`config.mk`:
```
export PLATFORM = sky130hd
export DESIGN_NAME = dll_tap_ctrl
export DESIGN_NICKNAME = d
export VERILOG_FILES = /design/src/rtl/dll_pkg.sv /design/src/rtl/dll_tap_stepper.sv /design/src/rtl/dll_lock_detect.sv /design/src/rtl/dll_upd_timer.sv /design/src/rtl/dll_tap_ctrl.sv
export SDC_FILE = /design/constraint.sdc
export NUM_CORES = 1
export LEC_CHECK = 0
export BUFFER_PORTS_ARGS = -buffer_cell sky130_fd_sc_hd__buf_4
export CORE_ASPECT_RATIO = 0.8
export CORE_MARGIN = 2
export CORE_UTILIZATION = 55
export CTS_BUF_LIST = sky130_fd_sc_hd__clkbuf_4
export CTS_CLUSTER_DIAMETER = 80
export DETAILED_ROUTE_END_ITERATION = 16
export PLACE_DENSITY = 0.75
export SLEW_MARGIN = 20
export SYNTH_ARGS = -nofsm -noshare
export SYNTH_HDL_FRONTEND = slang
export SYNTH_HIERARCHICAL = 1
export SYNTH_SLANG_ARGS = --single-unit
export TNS_END_PERCENT = 5
```
`constraint.sdc`:
```
create_clock -name clk_i -period 3.27 [get_ports clk_i]
set_clock_uncertainty 0.2 [all_clocks]
set_input_delay 0 -clock clk_i [delete_from_list [all_inputs] [get_ports clk_i]]
set_output_delay 0 -clock clk_i [all_outputs]
set_load 0.02 [all_outputs]
```
`src/rtl/dll_pkg.sv`:
```
package dll_pkg;
  typedef enum logic {
    DIR_LATE  = 1'b0,
    DIR_EARLY = 1'b1
  } dir_e;
endpackage

```
`src/rtl/dll_tap_stepper.sv`:
```
module dll_tap_stepper
  import dll_pkg::*;
#(
  parameter int TAP_W     = 8,
  parameter int START_TAP = 128
) (
  input  logic             clk_i,
  input  logic             rst_ni,
  input  logic             req_i,
  input  dir_e             dir_i,
  output logic [TAP_W-1:0] tap_o,
  output logic             err_o,
  output logic             step_o,
  output logic             hit_o
);
  localparam logic [TAP_W-1:0] TAP_MAX  = {TAP_W{1'b1}};
  localparam logic [TAP_W-1:0] TAP_INIT = TAP_W'(START_TAP);

  logic at_edge;

  always_comb begin
    at_edge = (dir_i == DIR_EARLY) ? (tap_o == TAP_MAX) : (tap_o == '0);
    hit_o   = req_i & at_edge;
    step_o  = req_i & ~at_edge;
  end

  always_ff @(posedge clk_i or negedge rst_ni) begin
    if (!rst_ni) begin
      tap_o <= TAP_INIT;
      err_o <= 1'b0;
    end else if (hit_o) begin
      err_o <= 1'b1;
    end else if (step_o) begin
      tap_o <= (dir_i == DIR_EARLY) ? tap_o + 1'b1 : tap_o - 1'b1;
    end
  end
endmodule

```
`src/rtl/dll_lock_detect.sv`:
```
module dll_lock_detect
  import dll_pkg::*;
#(
  parameter int LOCK_CNT = 4
) (
  input  logic clk_i,
  input  logic rst_ni,
  input  logic step_i,
  input  dir_e dir_i,
  input  logic fault_i,
  output logic locked_o
);
  localparam int CW = $clog2(LOCK_CNT + 1);
  localparam logic [CW-1:0] LAST = CW'(LOCK_CNT - 1);

  logic [CW-1:0] rev_cnt;
  logic          have_prev;
  dir_e          prev_dir;

  always_ff @(posedge clk_i or negedge rst_ni) begin
    if (!rst_ni) begin
      locked_o  <= 1'b0;
      rev_cnt   <= '0;
      have_prev <= 1'b0;
      prev_dir  <= DIR_LATE;
    end else if (fault_i) begin
      locked_o <= 1'b0;
    end else if (!locked_o && step_i) begin
      have_prev <= 1'b1;
      prev_dir  <= dir_i;
      if (have_prev && (dir_i != prev_dir)) begin
        if (rev_cnt == LAST) locked_o <= 1'b1;
        rev_cnt <= rev_cnt + 1'b1;
      end else begin
        rev_cnt <= '0;
      end
    end
  end
endmodule

```
`src/rtl/dll_upd_timer.sv`:
```
module dll_upd_timer #(
  parameter int UPD_INTERVAL = 16
) (
  input  logic clk_i,
  input  logic rst_ni,
  input  logic run_i,
  input  logic step_i,
  output logic due_o
);
  localparam int CW = $clog2(UPD_INTERVAL + 1);
  localparam logic [CW-1:0] FULL = CW'(UPD_INTERVAL);

  logic [CW-1:0] cnt;

  assign due_o = (cnt == FULL);

  always_ff @(posedge clk_i or negedge rst_ni) begin
    if (!rst_ni)                cnt <= '0;
    else if (!run_i || step_i)  cnt <= '0;
    else if (!due_o)            cnt <= cnt + 1'b1;
  end
endmodule

```
`src/rtl/dll_tap_ctrl.sv`:
```
module dll_tap_ctrl
  import dll_pkg::*;
#(
  parameter int TAP_W        = 8,
  parameter int START_TAP    = 128,
  parameter int LOCK_CNT     = 4,
  parameter int UPD_INTERVAL = 16
) (
  input  logic             clk_i,
  input  logic             rst_ni,
  input  logic             sample_vld_i,
  input  logic             fb_early_i,
  output logic [TAP_W-1:0] tap_o,
  output logic             locked_o,
  output logic             tap_err_o
);
  dir_e dir;
  logic req, step, hit, upd_due;

  assign dir = fb_early_i ? DIR_EARLY : DIR_LATE;
  // acquisition steps on every sample, tracking only on timer expiry
  assign req = sample_vld_i & ~tap_err_o & (~locked_o | upd_due);

  dll_tap_stepper #(
    .TAP_W    (TAP_W),
    .START_TAP(START_TAP)
  ) u_stepper (
    .clk_i (clk_i),
    .rst_ni(rst_ni),
    .req_i (req),
    .dir_i (dir),
    .tap_o (tap_o),
    .err_o (tap_err_o),
    .step_o(step),
    .hit_o (hit)
  );

  dll_lock_detect #(
    .LOCK_CNT(LOCK_CNT)
  ) u_lock (
    .clk_i   (clk_i),
    .rst_ni  (rst_ni),
    .step_i  (step),
    .dir_i   (dir),
    .fault_i (hit | tap_err_o),
    .locked_o(locked_o)
  );

  dll_upd_timer #(
    .UPD_INTERVAL(UPD_INTERVAL)
  ) u_timer (
    .clk_i (clk_i),
    .rst_ni(rst_ni),
    .run_i (locked_o),
    .step_i(step),
    .due_o (upd_due)
  );
endmodule

```
After elaboration in Yosys (flattened, before gate mapping)
Index checks and enable logic that the tools add are counted.
{"block": "word_totals", "output_inout_bits": 10, "input_bits": 4, "elab_cells": 48, "register_bits": 20}
{"block": "op_classes", "bitwise": 11, "eq_ne": 5, "add_sub_neg": 4, "mux": 10, "reduce_logical": 11}
{"op": "5-bit 2-to-1 mux", "n": 2}
{"op": "8-bit by 1-bit adder with 8-bit output, second input constant", "n": 1}
{"op": "8-bit equality test, second input constant", "n": 1}
{"op": "8-bit logical NOT", "n": 1}
{"op": "8-bit 2-to-1 mux", "n": 1}
{"op": "8-bit by 1-bit subtractor with 8-bit output, second input constant", "n": 1}
{"op": "1-bit 2-to-1 mux", "n": 6}
{"op": "2-bit nonzero test", "n": 3}
{"op": "5-bit by 1-bit adder with 5-bit output, second input constant", "n": 1}
{"op": "5-bit equality test, second input constant", "n": 1}
{"op": "1-bit NOT", "n": 5}
{"op": "1-bit bitwise AND", "n": 4}
{"op": "2-bit AND reduction", "n": 2}
{"op": "3-bit by 1-bit adder with 3-bit output, second input constant", "n": 1}
{"op": "3-bit by 2-bit equality test with 1-bit output, second input constant", "n": 1}
{"op": "3-bit 2-to-1 mux", "n": 1}
{"op": "3-bit AND reduction", "n": 1}
{"op": "1-bit logical AND", "n": 2}
{"op": "2-bit by 1-bit inequality test with 1-bit output, second input constant", "n": 1}
{"op": "1-bit OR", "n": 2}
{"op": "1-bit logical NOT", "n": 1}
{"op": "1-bit logical OR", "n": 1}
{"op": "1-bit inequality test", "n": 1}

Depth between registers and ports, before layout
Gate-level depths: netlist of the first run.
{"block": "logic_depth", "ltp_word": 7, "mapped_depth": 12, "ltp_nobuf": 10}

Modules after synthesis
Netlist of the first run, hierarchy kept.
{"module": "dll_tap_stepper", "cells_per_inst": 69, "seq_area_each_um2": 226.5, "n_inst": 1, "area_per_inst_um2": 674.4}
{"module": "dll_upd_timer", "cells_per_inst": 27, "seq_area_each_um2": 125.1, "n_inst": 1, "area_per_inst_um2": 304.0}
{"module": "dll_lock_detect", "cells_per_inst": 25, "seq_area_each_um2": 150.1, "n_inst": 1, "area_per_inst_um2": 275.3}
{"module": "dll_tap_ctrl", "cells_per_inst": 3, "seq_area_each_um2": 0.0, "n_inst": 1, "area_per_inst_um2": 32.5}

Worst setup path before layout of the first run
OpenSTA, ideal clock, no wires.
{"block": "synth_path", "kind": "register -> register", "from": "register u_timer.cnt[0]", "to": "register u_lock.prev_dir", "n_path_buf": 2, "setup_time_ns": 0.125, "synth_period_minus_slack_ns": 2.523, "stages_incl_launch_ff": 12, "arrival_ns": 2.198, "setup_slack_ns": 0.747, "required_ns": 2.945, "path_cell_list": "dfrtp_1 > inv_1 > ha_1 > nor4bb_1 > buf_2 > nor2b_4 > nor3b_2 > nand3b_1 > inv_1 > or3b_1 > buf_2 > mux2_2"}
{"block": "synth_via", "elab_cells_between_ends": 9, "cone_classes": "1 x eq/ne; 6 x bitwise; 2 x reduce/logical"}
{"element": "start, declared", "line_no": "dll_upd_timer.sv:13", "source": "logic [CW-1:0] cnt;"}
{"element": "start signal, assigned", "line_no": "dll_upd_timer.sv:20", "source": "else if (!due_o) cnt <= cnt + 1'b1;"}
{"element": "5-bit equality test", "line_no": "dll_upd_timer.sv:15", "source": "assign due_o = (cnt == FULL);"}
{"element": "via upd_due", "line_no": "dll_tap_ctrl.sv:18", "source": "logic req, step, hit, upd_due;"}
{"element": "1-bit OR", "line_no": "dll_tap_ctrl.sv:22", "source": "assign req = sample_vld_i & ~tap_err_o & (~locked_o | upd_due);"}
{"element": "1-bit bitwise AND", "line_no": "dll_tap_ctrl.sv:22"}
{"element": "via req", "line_no": "dll_tap_ctrl.sv:18"}
{"element": "1-bit bitwise AND", "line_no": "dll_tap_stepper.sv:24", "source": "step_o = req_i & ~at_edge;"}
{"element": "via step", "line_no": "dll_tap_ctrl.sv:18"}
{"element": "1-bit logical AND", "line_no": "dll_lock_detect.sv:28", "source": "end else if (!locked_o && step_i) begin"}
{"element": "2-bit AND reduction (no line)"}
{"element": "end signal, assigned", "line_no": "dll_lock_detect.sv:30", "source": "prev_dir <= dir_i;"}
{"element": "end, declared", "line_no": "dll_lock_detect.sv:18", "source": "dir_e prev_dir;"}
The timed path passes the listed nets, and every way through them passes these cells.
A chain may end at the register's enable or synchronous reset.

Worst setup path in the final report of the first run
{"block": "layout_path", "from": "register u_timer.cnt[0]", "to": "register u_lock.rev_cnt[0]"}
{"block": "layout_via", "elab_cells_between_ends": 9, "cone_classes": "1 x eq/ne; 6 x bitwise; 2 x reduce/logical"}
{"element": "5-bit equality test", "line_no": "dll_upd_timer.sv:15"}
{"element": "via upd_due", "line_no": "dll_tap_ctrl.sv:18"}
{"element": "1-bit OR", "line_no": "dll_tap_ctrl.sv:22"}
{"element": "1-bit bitwise AND", "line_no": "dll_tap_ctrl.sv:22"}
{"element": "via req", "line_no": "dll_tap_ctrl.sv:18"}
{"element": "1-bit bitwise AND", "line_no": "dll_tap_stepper.sv:24"}
{"element": "via step", "line_no": "dll_tap_ctrl.sv:18"}
{"element": "1-bit logical AND", "line_no": "dll_lock_detect.sv:28"}
{"element": "2-bit AND reduction (no line)"}
{"element": "end signal, assigned", "line_no": "dll_lock_detect.sv:33", "source": "rev_cnt <= rev_cnt + 1'b1;"}
{"element": "end, declared", "line_no": "dll_lock_detect.sv:16", "source": "logic [CW-1:0] rev_cnt;"}
The timed path passes the listed nets, and every way through them passes these cells.

==> impl_metrics.env, run 1 <==
export IMPL_run_status="completed"
export IMPL_synth_nets=139
export IMPL_dpl_worst_slack_ns=0.4868
export IMPL_hold_path_class="input pin to flip-flop"
export IMPL_ir_drop_mv=0.8011
export IMPL_syn_to_final_growth_pct=17.02
export IMPL_place_gp_congestion=0.8039
export IMPL_period_share=0.8512
export IMPL_critPathMaxStageDelay_ns=0.52
export IMPL_worst_pin_slew_ns=0.8632
export IMPL_vias_per_cell=5.775
export IMPL_hold_path_endpoint="u_stepper/err_o"
export IMPL_crit_top_cell="inv_1"
export IMPL_die_y_um=47.26
export IMPL_reg2reg_depth=11
export IMPL_ys_ff_latch=20
export IMPL_grt_start_max_net_pins=20
export IMPL_fillers=181
export IMPL_synth_main_ff_cell="dfrtp_1"
export IMPL_grt_pass1_vias=933
export IMPL_drtIter0Drc=58
export IMPL_required_ns=3.32
export IMPL_cp_top_family="simple AND/OR/NAND/NOR gates"
export IMPL_synth_edf_count=0
export IMPL_clk_pin_slew_worst_paths_ns=0.12
export IMPL_cap_violations=0
export IMPL_setup_slack_ns=0.4866
export IMPL_port_buffer_count=13
export IMPL_setup_violations=0
export IMPL_ios=14
export IMPL_rsz0062_at_grt="no"
export IMPL_hold_depth=4
export IMPL_numCtsBuffers=3
export IMPL_final_setup_tns_ns=0
export IMPL_ys_seq_area_frac=0.3901
export IMPL_drtAntennaViolNets=0
export IMPL_r2r_start="u_timer/cnt[0]"
export IMPL_routed_wirelength_um=2560
export IMPL_timing_rr_end="u_lock/rev_cnt[0]"
export IMPL_synth_top_area_share=0.3696
export IMPL_r2r_slack_ns=0.49
export IMPL_crit_slowest_cell="or3b_1"
export IMPL_syn_area_per_cell_um2=10.37
export IMPL_max_freq_mhz=359.3
export IMPL_drc_errors=0
export IMPL_synth_distinct_cells=43
export IMPL_path_cells="inv_1 > ha_1 > nor4bb_1 > buf_4 > nor2b_4 > nor3b_2 > nand3b_1 > inv_1 > or3b_1 > or2_0 > o21ai_1"
export IMPL_synth_area_um2=1286
export IMPL_die_x_um=58.07
export IMPL_start_util=0.5908
export IMPL_slew_viol_final=0
export IMPL_root_buffer="clkbuf_4"
export IMPL_fin_nets=160
export IMPL_crit_fanout=12
export IMPL_vias=976
export IMPL_netlist_instances=124
export IMPL_final_cell_mix="dfrtp_1 (19), buf_4 (15), nand2_1 (11)"
export IMPL_clock_sinks=20
export IMPL_p_leak_nw=0.6873
export IMPL_async_flop_share=1.000
export IMPL_grt_pass1_wl_um=4271
export IMPL_post_cts_buffers=0
export IMPL_grt_overflow_total=0
export IMPL_coreArea_um2=2177
export IMPL_antenna_cells=0
export IMPL_powerDensity_nw_per_um2=966.3
export IMPL_fin_util=0.6914
export IMPL_antenna_found_initial=0
export IMPL_hold_path_startpoint="sample_vld_i"
export IMPL_synth_area_leaders="dfrtp_1 (37%), ha_1 (9.7%), xnor2_1 (4.1%)"
export IMPL_synth_top_cell_by_area="dfrtp_1"
export IMPL_drt_pass1_iter_count=4
export IMPL_clock_path_buffers=2
export IMPL_worstPathArrival_ns=2.83
export IMPL_num_rows=15
export IMPL_crit_path_start_kind="flip-flop"
export IMPL_dp_hpwl_um=1836
export IMPL_hold_violations=0
export IMPL_maxSlewHeadroom=0.4227
export IMPL_end_kind="flip-flop"
export IMPL_cts_tree="done"
export IMPL_crit_buf_inv=3
export IMPL_grt_usage=0.2142
export IMPL_period_minus_slack_ns=2.783
export IMPL_routedWlPerCell_um=15.15
export IMPL_final_common_cell="dfrtp_1"
export IMPL_clk_latency_ns=0.31
export IMPL_die_area_um2=2744
export IMPL_path_class="flip-flop to flip-flop"
export IMPL_h_tree_depth=1
export IMPL_layout_drive_gt1_share=0.2083
export IMPL_yosys_warnings=6
## timing repair
item,CTS,global route
hold endpoints to repair,25,0
resized for setup,0,0
endpoints found under the setup margin,0,0
hold buffers,4,0
## layout make-up
| cell class | count | area [um2] | share of cell area |
|---|---|---|---|
| well taps | 25 | 31.28 | 0.02078 |
| clock buffers | 3 | 22.52 | 0.01496 |
| multi-input cells | 95 | 744.5 | 0.4946 |
| clock inverters | 1 | 30.03 | 0.01995 |
| repair buffers | 19 | 152.6 | 0.1014 |
| inverters | 6 | 22.52 | 0.01496 |
| flip-flops and latches | 20 | 501.7 | 0.3333 |
## per-stage QoR
step	cell area (um2)	hold WS (ns)	power (mW)	instances
after floorplan	1286	-0.4956	1.025	124
after global placement	1413	-0.3119	1.210	161
after detailed placement	1413	-0.3051	1.246	161
after CTS	1505	0.01695	1.461	169
after global routing	1505	0.06983	1.572	169
final	1505	0.01474	1.454	169
## worst register-to-register path, delay by kind of cell, from the launching register on
family / cells / cell delay (ns)
simple gates: 6 / 1.31
buf+inv: 3 / 0.53
flops: 1 / 0.44
fa+ha+maj: 1 / 0.14
compound gates: 1 / 0.12
## synthesized netlist by cell type, types with 2 or more instances
library cell	count
nand3b_1	6
xnor2_1	6
mux2i_1	4
nand3_1	5
buf_2	2
or3b_1	4
o211ai_1	3
dfrtp_1	19
nor2_1	3
xor2_1	3
o21ai_1	2
o21ai_0	5
inv_1	6
mux2_4	2
nand2_1	11
ha_1	10
nor2b_1	2
a211oi_2	2
a21oi_1	5
## power breakdown
part           switching (mW)  total (mW)  internal [mW]
Combinational           0.399       0.779          0.380
Clock                  0.0817       0.206          0.124
Sequential              0.127       0.470          0.342
## worst max-delay path by stage
stage	startpoint	to	slack, ns	cells after the start
finish	u_timer/cnt[0]	u_lock/rev_cnt[0]	0.49	11
floorplan	u_timer/cnt[0]	u_lock/prev_dir	0.75	11
CTS	u_timer/cnt[0]	u_lock/rev_cnt[0]	0.46	11
global route	u_timer/cnt[0]	u_lock/rev_cnt[0]	0.25	11
detailed placement	u_timer/cnt[0]	u_lock/rev_cnt[0]	0.49	11
global placement	u_timer/cnt[0]	u_lock/prev_dir	0.66	10
## per-layer routing
metal / wire, um / vias up / part of all wire / track usage
met4: 14 / 0 / 0.0055 / 0.04186
li1: - / 481 / - / -
met5: 0 / - / 0 / 0
met2: 1179 / 15 / 0.46 / 0.3477
met3: 89 / 2 / 0.035 / 0.05785
met1: 1275 / 478 / 0.50 / 0.2950
## flip-flops by register name, summed over array words and instances (netlist names)
register,flops
u_stepper/tap_o,8
u_timer/cnt,5
u_lock/locked_o,1
u_lock/have_prev,1
u_stepper/err_o,1
u_lock/rev_cnt,3
u_lock/prev_dir,1
## cell families after synthesis
family	Yosys count	share of synthesized area
buffers and inverters	9	0.03113
muxes	7	0.06323
xor gates and xnor gates	9	0.06129
adders and majority gates	11	0.1128
and+or+nand+nor	45	0.2189
AOI/OAI and AO/OA	23	0.1226
DFF	20	0.3901
Note: power is estimated with default switching activity, not from simulation.
==> run 2: changes to the inputs <==
--- a/config.mk
+++ b/config.mk
@@ -7,7 +7,6 @@
 export LEC_CHECK = 0
 export BUFFER_PORTS_ARGS = -buffer_cell sky130_fd_sc_hd__buf_4
 export CORE_ASPECT_RATIO = 0.8
-export CORE_MARGIN = 2
 export CORE_UTILIZATION = 55
 export CTS_BUF_LIST = sky130_fd_sc_hd__clkbuf_4
 export CTS_CLUSTER_DIAMETER = 80
@@ -18,4 +17,3 @@
 export SYNTH_HDL_FRONTEND = slang
 export SYNTH_HIERARCHICAL = 1
 export SYNTH_SLANG_ARGS = --single-unit
-export TNS_END_PERCENT = 5
==> constraint.sdc (replaced) <==
create_clock -name clk_i -period 2.73 [get_ports clk_i]
set_clock_uncertainty 0.2 [all_clocks]
set_input_delay 0 -clock clk_i [delete_from_list [all_inputs] [get_ports clk_i]]
set_output_delay 0 -clock clk_i [all_outputs]
set_load 0.02 [all_outputs]
==> run 2 against run 1 <==
Net effect: maximum frequency up 10%; count of clock-buffer cells in the layout is the same; clock power grew 16%; hold slack improved by 0.023 ns; largest power group unchanged.
==> impl_metrics.env, run 2 (synthesis results as in run 1) <==
export IMPL_run_status="completed"
export IMPL_grt_overflow_total=0
export IMPL_die_area_um2=2537
export IMPL_drtAntennaViolNets=0
export IMPL_grt_start_max_net_pins=20
export IMPL_period_share=0.9269
export IMPL_fin_nets=162
export IMPL_drt_pass1_iter_count=4
export IMPL_required_ns=2.77
export IMPL_vias=985
export IMPL_coreArea_um2=2177
export IMPL_crit_slowest_cell="or3b_4"
export IMPL_die_y_um=45.26
export IMPL_cp_top_family="simple AND/OR/NAND/NOR gates"
export IMPL_final_area_um2=1523
export IMPL_worstPathArrival_ns=2.57
export IMPL_final_common_cell="dfrtp_1"
export IMPL_slew_viol_final=0
export IMPL_fillers=169
export IMPL_path_class="flip-flop to flip-flop"
export IMPL_largest_reg_flops=8
export IMPL_maxSlewHeadroom=0.4205
export IMPL_clk_pin_slew_worst_paths_ns=0.12
export IMPL_m1WireLength_um=1276
export IMPL_comb_power_share=0.557
export IMPL_setup_violations=0
export IMPL_switching_power_mw=0.7245
export IMPL_antenna_found_initial=0
export IMPL_rsz0062_at_grt="no"
export IMPL_r2r_slack_ns=0.20
export IMPL_port_buffer_count=13
export IMPL_timing_rr_end="u_lock/rev_cnt[0]"
export IMPL_end_kind="flip-flop"
export IMPL_top_register="u_stepper/tap_o"
export IMPL_start_util=0.5908
export IMPL_post_cts_buffers=0
export IMPL_power_share_switching=0.4101
export IMPL_highest_layer="met4"
export IMPL_crit_fanout=8
export IMPL_r2r_start="u_timer/cnt[0]"
export IMPL_dp_cells=163
export IMPL_critPathLaunch="u_timer/cnt[0]"
export IMPL_hold_depth=4
export IMPL_met2_length_um=1116
export IMPL_hold_violations=0
export IMPL_dpl_cell_area_um2=1428
export IMPL_cts_tree="done"
export IMPL_p_clk_frac=0.135
export IMPL_drtIter0Drc=28
export IMPL_num_rows=15
export IMPL_crit_path_start_kind="flip-flop"
export IMPL_hold_path_class="input pin to flip-flop"
export IMPL_root_buffer="clkbuf_4"
export IMPL_reg2reg_depth=11
export IMPL_ios=14
export IMPL_ir_drop_mv=0.9164
export IMPL_hold_path_endpoint="u_stepper/err_o"
export IMPL_setup_slack_ns=0.1997
export IMPL_seq_area_um2=501.7
export IMPL_routedWlPerCell_um=14.63
export IMPL_layout_drive_gt1_share=0.2260
export IMPL_dpl_worst_slack_ns=0.1339
export IMPL_grt_usage=0.2170
export IMPL_h_tree_depth=1
export IMPL_clock_sinks=20
export IMPL_die_x_um=56.07
export IMPL_period_minus_slack_ns=2.530
export IMPL_grt_pass1_wl_um=4050
export IMPL_crit_buf_inv=2
export IMPL_drc_errors=0
export IMPL_seq_power_share=0.308
export IMPL_hold_path_startpoint="sample_vld_i"
export IMPL_worst_pin_slew_ns=0.8664
export IMPL_final_setup_tns_ns=0
export IMPL_power_mw=1.766
export IMPL_powerDensity_nw_per_um2=1160
export IMPL_dp_hpwl_um=1830
export IMPL_antenna_cells=0
export IMPL_routed_wirelength_um=2502
export IMPL_cap_violations=0
export IMPL_clk_latency_ns=0.30
export IMPL_grt_pass1_vias=940
export IMPL_place_gp_congestion=0.8154
export IMPL_final_cell_mix="dfrtp_1 (19), buf_4 (17), nand2_1 (11)"
export IMPL_vias_per_cell=5.760
export IMPL_numCtsBuffers=3
export IMPL_syn_to_final_growth_pct=18.39
export IMPL_critPathMaxStageDelay_ns=0.45
export IMPL_clock_path_buffers=2
export IMPL_p_leak_nw=0.6982
export IMPL_max_freq_mhz=395.2
export IMPL_met3_length_um=89
export IMPL_p_int_mw=1.042
export IMPL_reg_top3="u_stepper/tap_o: 8 flops, u_timer/cnt: 5 flops, u_lock/rev_cnt: 3 flops"
export IMPL_fin_cells=171
export IMPL_path_cells="inv_1 > ha_1 > nor4bb_1 > buf_4 > nor2b_4 > nor3b_2 > nor2b_1 > or2_1 > or3b_4 > or2_0 > o21ai_1"
export IMPL_multiInputGateArea_um2=747.0
-- run 2: changes by cell type in the layout (fill, tap and decap cells not counted), sizes merged --
cell / previous run / this run
buf: 15 / 17
-- run 2: worst min-delay path: cells and delay by family --
kind | cells | cell delay (ns)
buf+inv | 1 | 0.07
simple gates | 3 | 0.44
-- run 2: worst max-delay path by stage --
stage	slack [ns]	cells past startpoint	endpoint
6_report	0.20	11	u_lock/rev_cnt[0]
5_1_grt	0.04	11	u_lock/rev_cnt[0]
4_1_cts	0.12	11	u_lock/rev_cnt[0]
3_5_place_dp	0.13	11	u_lock/rev_cnt[0]
3_3_place_gp	0.26	10	u_lock/prev_dir
2_1_floorplan	0.21	11	u_lock/prev_dir
-- run 2: per-layer routing --
metal  up-vias  track usage
met3         4      0.06304
met5         -            0
met1       476       0.2803
li1        486            -
met2        19       0.3571
met4         0      0.07317
-- run 2: area by class of cell --
type / count / area share
clock inverter: 1 / 0.01972
clock buffer: 3 / 0.01479
sequential: 20 / 0.3295
tap: 25 / 0.02054
timing repair buffer: 21 / 0.1101
inverter: 6 / 0.01479
multi-input combinational: 95 / 0.4906
-- run 2: power by group through the flow --
stage	registers, mW	clock network (mW)	logic (mW)
after floorplan	0.621	0	0.606
after CTS	0.545	0.249	0.966
final	0.543	0.239	0.984
after global placement	0.542	0	0.924
after detailed placement	0.549	0	0.959
after global routing	0.563	0.260	1.07
-- run 2: metrics by stage --
step                      hold slack [ns]    util
after detailed placement          -0.3074  0.6557
after global routing              0.07988  0.6994
after floorplan                   -0.4956       -
after global placement            -0.3133  0.6557
final                             0.03756  0.6994
after CTS                         0.03455  0.6983
-- run 2: repair_timing --
| action | 4_1_cts | 5_1_grt |
|---|---|---|
| hold buffers | 4 | 0 |
| setup endpoints to repair | 0 | 1 |
| gates resized for setup | 0 | 1 |
| endpoints found under the hold margin | 25 | 0 |
